[src/rtl/hsimd_pkg.sv]
package hsimd_pkg;

    localparam int unsigned NARROW_W = 16;
    localparam int unsigned WIDE_W   = 32;

    typedef enum logic [1:0] {
        HOP_ADD  = 2'b00,
        HOP_SUB  = 2'b01,
        HOP_SADD = 2'b10,
        HOP_SSUB = 2'b11
    } hop_e;

    typedef struct packed {
        logic sub;
        logic sat;
    } hctl_t;

    // Saturation only applies to narrow elements.
    function automatic hctl_t decode_op(hop_e op, logic wide);
        hctl_t c;
        c.sub = op[0];
        c.sat = op[1] & ~wide;
        return c;
    endfunction

    function automatic logic [NARROW_W-1:0] clamp16(logic signed [NARROW_W:0] v);
        logic [NARROW_W-1:0] r;
        if (v[NARROW_W] != v[NARROW_W-1])
            r = v[NARROW_W] ? {1'b1, {(NARROW_W-1){1'b0}}} : {1'b0, {(NARROW_W-1){1'b1}}};
        else
            r = v[NARROW_W-1:0];
        return r;
    endfunction

endpackage

[src/rtl/hsimd_pair16.sv]
module hsimd_pair16
    import hsimd_pkg::*;
(
    input  logic [NARROW_W-1:0] lo_i,
    input  logic [NARROW_W-1:0] hi_i,
    input  logic                sub_i,
    input  logic                sat_i,
    output logic [NARROW_W-1:0] res_o
);
    logic signed [NARROW_W:0] ext_lo, ext_hi, raw;

    always_comb begin
        ext_lo = {lo_i[NARROW_W-1], lo_i};
        ext_hi = {hi_i[NARROW_W-1], hi_i};
        raw    = sub_i ? (ext_lo - ext_hi) : (ext_lo + ext_hi);
        res_o  = sat_i ? clamp16(raw) : raw[NARROW_W-1:0];
    end

    // Two non-negative inputs added with saturation never give a negative result.
    always_comb begin
        if (sat_i && !sub_i && !lo_i[NARROW_W-1] && !hi_i[NARROW_W-1])
            AST_SAT_POS_ADD: assert (!res_o[NARROW_W-1]);
        if (sat_i && !sub_i && lo_i[NARROW_W-1] && hi_i[NARROW_W-1])
            AST_SAT_NEG_ADD: assert (res_o[NARROW_W-1]);
    end
endmodule

[src/rtl/hsimd_pair32.sv]
module hsimd_pair32
    import hsimd_pkg::*;
(
    input  logic [WIDE_W-1:0] lo_i,
    input  logic [WIDE_W-1:0] hi_i,
    input  logic              sub_i,
    output logic [WIDE_W-1:0] res_o
);
    always_comb res_o = sub_i ? (lo_i - hi_i) : (lo_i + hi_i);

    // A zero odd element leaves the even element unchanged in both operations.
    always_comb begin
        if (hi_i == '0)
            AST_WIDE_IDENTITY: assert (res_o == lo_i);
    end
endmodule

[src/rtl/hsimd_hadd.sv]
module hsimd_hadd
    import hsimd_pkg::*;
#(
    parameter int unsigned VEC_W = 128
) (
    input  logic             clk,
    input  logic             rst,
    input  logic             valid_in,
    input  logic [1:0]       op_sel,
    input  logic             wide_sel,
    input  logic [VEC_W-1:0] opnd_a,
    input  logic [VEC_W-1:0] opnd_b,
    output logic             valid_out,
    output logic [VEC_W-1:0] result
);
    localparam int unsigned N_NARROW = VEC_W / NARROW_W;
    localparam int unsigned N_WIDE   = VEC_W / WIDE_W;

    hctl_t               ctl;
    logic [2*VEC_W-1:0]  src;
    logic [VEC_W-1:0]    res_n, res_w, res_next;

    always_comb begin
        ctl = decode_op(hop_e'(op_sel), wide_sel);
        src = {opnd_b, opnd_a};
    end

    for (genvar k = 0; k < N_NARROW; k++) begin : g_narrow
        hsimd_pair16 u_pair (
            .lo_i  (src[2*k*NARROW_W +: NARROW_W]),
            .hi_i  (src[(2*k+1)*NARROW_W +: NARROW_W]),
            .sub_i (ctl.sub),
            .sat_i (ctl.sat),
            .res_o (res_n[k*NARROW_W +: NARROW_W])
        );
    end

    for (genvar k = 0; k < N_WIDE; k++) begin : g_wide
        hsimd_pair32 u_pair (
            .lo_i  (src[2*k*WIDE_W +: WIDE_W]),
            .hi_i  (src[(2*k+1)*WIDE_W +: WIDE_W]),
            .sub_i (ctl.sub),
            .res_o (res_w[k*WIDE_W +: WIDE_W])
        );
    end

    always_comb res_next = wide_sel ? res_w : res_n;

    always_ff @(posedge clk) begin
        if (rst) begin
            valid_out <= 1'b0;
            result    <= '0;
        end else begin
            valid_out <= valid_in;
            if (valid_in)
                result <= res_next;
        end
    end

    AST_VALID_FOLLOWS: assert property (@(posedge clk) disable iff (rst)
        valid_in |=> valid_out);
    AST_IDLE_NO_VALID: assert property (@(posedge clk) disable iff (rst)
        !valid_in |=> !valid_out);
    AST_RESULT_HOLDS: assert property (@(posedge clk) disable iff (rst)
        !valid_in |=> $stable(result));
    AST_RESET_CLEARS: assert property (@(posedge clk)
        rst |=> (!valid_out && result == '0));
endmodule

[config.mk]
export PLATFORM = sky130hd
export DESIGN_NAME = hsimd_hadd
export DESIGN_NICKNAME = d
export VERILOG_FILES = /design/src/rtl/hsimd_pkg.sv /design/src/rtl/hsimd_pair16.sv /design/src/rtl/hsimd_pair32.sv /design/src/rtl/hsimd_hadd.sv
export SDC_FILE = /design/constraint.sdc
export NUM_CORES = 1
export LEC_CHECK = 0
export ABC_AREA = 1
export BUFFER_PORTS_ARGS = -buffer_cell sky130_fd_sc_hd__buf_2
export CAP_MARGIN = 20
export CORE_MARGIN = 2
export CORE_UTILIZATION = 35
export DETAILED_ROUTE_END_ITERATION = 7
export GPL_ROUTABILITY_DRIVEN = 0
export PLACE_DENSITY = 0.62
export SYNTH_ARGS = -nofsm -noshare
export SYNTH_HDL_FRONTEND = slang
export SYNTH_SLANG_ARGS = --single-unit
export TNS_END_PERCENT = 10
[constraint.sdc]
create_clock -name clk -period 2.9 [get_ports clk]
set_clock_uncertainty 0.1 [all_clocks]
set_input_delay 0.29 -clock clk [delete_from_list [all_inputs] [get_ports clk]]
set_output_delay 0.29 -clock clk [all_outputs]
set_load 0.005 [all_outputs]
==> results.cfg <==
[placed_design]
placed_area_mm2 = 0.0389
place_worst_setup_slack_ns = -0.785
hpwlAfterDp_mm = 105
numPortBuffers = 390
dp_cells = 7446

[synthesis]
synth_area_leaders = nand2_1, ha_1, nor2_1
syn_area_mm2 = 0.0277
syn_area_per_cell_um2 = 5.51
syn_nets = 5559
synth_top_cell_by_area = nand2_1
yosys_warnings = 0
syn_inst = 5021
yosysTopAreaCellShare_pct = 18.5
yosysUniqueCellTypes = 50
seq_area_frac_synth_pct = 9.33
synth-seq-cells = 129

[power]
p_total_mw = 15.7
p_leak_nw = 22.6
powerDensity_mw_per_mm2 = 365
peakVddDrop_mv = 0.418

[critical_path]
start_kind = primary input
arrival_ns = 3.26
endpoint_kind = flop
slowest_delay_ns = 0.29
critical_path_required_ns = 3.20
worstPathCellList = buf_2, nor2_4, buf_4, nand4_1, nor2_2, inv_2, nor3_4, nor2_1, xor2_2, inv_1, ha_4, buf_4, nand2_1, buf_4, nor2_2, nand2_1, nand2_1, nand3_2, nand2_1, nand2_1, nand3_1, nand3_1, nand2_1, inv_1
rrSetupSlack_ns = 1.98
worst-path-buf-inv = 7
path_class = primary input to flop
cp_common_cell = nand2_1
cp_slowest_cell = ha_4
cp_top_family = simple AND/OR/NAND/NOR gates
path_max_fanout = 4

[cells_and_area]
fin_util_pct = 54.5
layout-drive-gt1-share_pct = 34.8
final_cell_mix = nand2_1, buf_4, inv_1
syn2layout_area_growth_pct = 54.9
fin_cells = 7534
antennaDiodeCount = 0
final_common_cell = nand2_1
design_area_mm2 = 0.0429
nets = 7010

[sta]
hold_viol = 0
post-route-period-util_pct = 102
rsz0062_at_grt = yes
fmax_mhz = 338
setup_ws_ns = -0.0588
slew_violations = 0
finalSetupViolations = 11
max_slew.worst_pin.slew_ns = 1.08
min_period_ns = 2.96
slew-limit-headroom_pct = 27.8

[route]
drc = 0
vias = 38700
post_drt_via_cell_ratio = 5.14
wl_per_cell_um = 17.4
drt_first_pass_iters = 6
drt_iter0_markers = 2973
routed_wl_mm = 131
ant_nets = 0

[run]
max_cap_violations = 0

[floorplanning]
die_x_um = 285
io_pins = 391
initial_utilization_pct = 35.2
coreArea_mm2 = 0.0786
die_h_um = 285
fp-row-count = 103
die-area_mm2 = 0.0813

[grt]
grt_first_pass_wirelength_mm = 191
grt.total_usage_pct = 29.7
grt_max_degree = 83
antenna_found_initial = 0
overflow = 0
grt_pass1_vias = 35000

[run_status]
status = finished with violations
violations = negative setup slack

[clocking]
clk_latency_ns = 0.49
clk_pin_slew_ns = 0.07
cts_made_buffers = 17
clock-sinks = 129
cts_tree = done
cts-hold-fix-buffers = 0
cts-root-buf = clkbuf_16
htree_num_levels = 4
clock_path_buffers = 2

[min_path]
hold_class = primary input to flop
## where the power goes
part	switching (mW)	leakage, nW	internal, mW
combinational	6.23	21.3	4.94
clock	1.09	0.280	1.29
sequential	0.155	1.07	1.97
total	7.47	22.6	8.20
## per-stage QoR
step / TNS (ns) / hold WS, ns
2_1_floorplan: -0.860 / 0.403
3_3_place_gp: -66.39 / 0.391
3_5_place_dp: -71.31 / 0.397
4_1_cts: -0.251 / 0.129
5_1_grt: -11.92 / 0.145
6_report: -0.266 / 0.128
## synthesized netlist by cell type, drive strengths merged
library cell     n
or3b             1
o21a            40
a21o             7
clkbuf          53
and3             4
ha             264
nand3          349
mux2             1
dfxtp          129
buf             52
inv            663
a21oi          464
o21ai          348
nor2           725
a31oi           23
and2            21
nand3b           9
nor4            12
o31ai            6
o211ai           4
o21bai          38
a21boi           4
or2             17
fa              12
nand4           67
o41ai            1
nor3            42
xnor2           70
nand2         1395
xor2           198
a41oi            2
## worst min-delay path, stage by stage
cell and delay (ns):
buf_8 0.08, ha_1 0.11, nor2_1 0.04, nor2_1 0.09, a21oi_1 0.06
## state kept, by name, summed over array words and instances, names as in the netlist
name and count:
result 128, valid_out 1
## cells by family (layout without fill, tap and decap cells)
family                     Yosys count  count (layout)  synth area share [%]
muxes                                1               1                0.0407
AOI/OAI and AO/OA                  937             937                  18.4
adders and majority gates          276             276                  12.8
and+or+nand+nor                   2642            2647                  39.9
xor gates and xnor gates           268             268                  8.48
DFF                                129             129                  9.33
buffers and inverters              768            2226                  11.0
## final cells by class
| class | count | area [um^2] |
|---|---|---|
| fill | 7751 | 35700 |
| multi-input combinational | 4129 | 25000 |
| timing repair buffer | 1532 | 10900 |
| sequential | 129 | 2580 |
| inverter | 663 | 2530 |
| tap | 1050 | 1310 |
| clock buffer | 19 | 443 |
| clock inverter | 12 | 134 |
## metal layers
metal	wire, um	part of all wire [%]	vias up	global-route usage (%)
met5	0	0	-	0
met4	5990	4.6	0	11.7
met3	9360	7.2	291	4.32
met2	60400	46	1504	49.4
li1	-	-	19200	-
met1	55100	42	17800	38.4
## path summary, 6_finish.rpt
| path | startpoint | to | cells after the start |
|---|---|---|---|
| worst max-delay path | opnd_a[99] | result[60] | 24 |
| worst min-delay path | opnd_b[96] | result[96] | 5 |
| worst max register to register | result[97] | result[97] | 2 |
| worst min register to register | result[95] | result[95] | 2 |
## repair_timing
item,4_1_cts,5_1_grt
pin swaps,17,214
gates resized for setup,56,667
gates cloned,0,6
setup endpoints to repair,81,128
setup buffers,5,46
No activity file was read; power rests on OpenSTA's default activity.
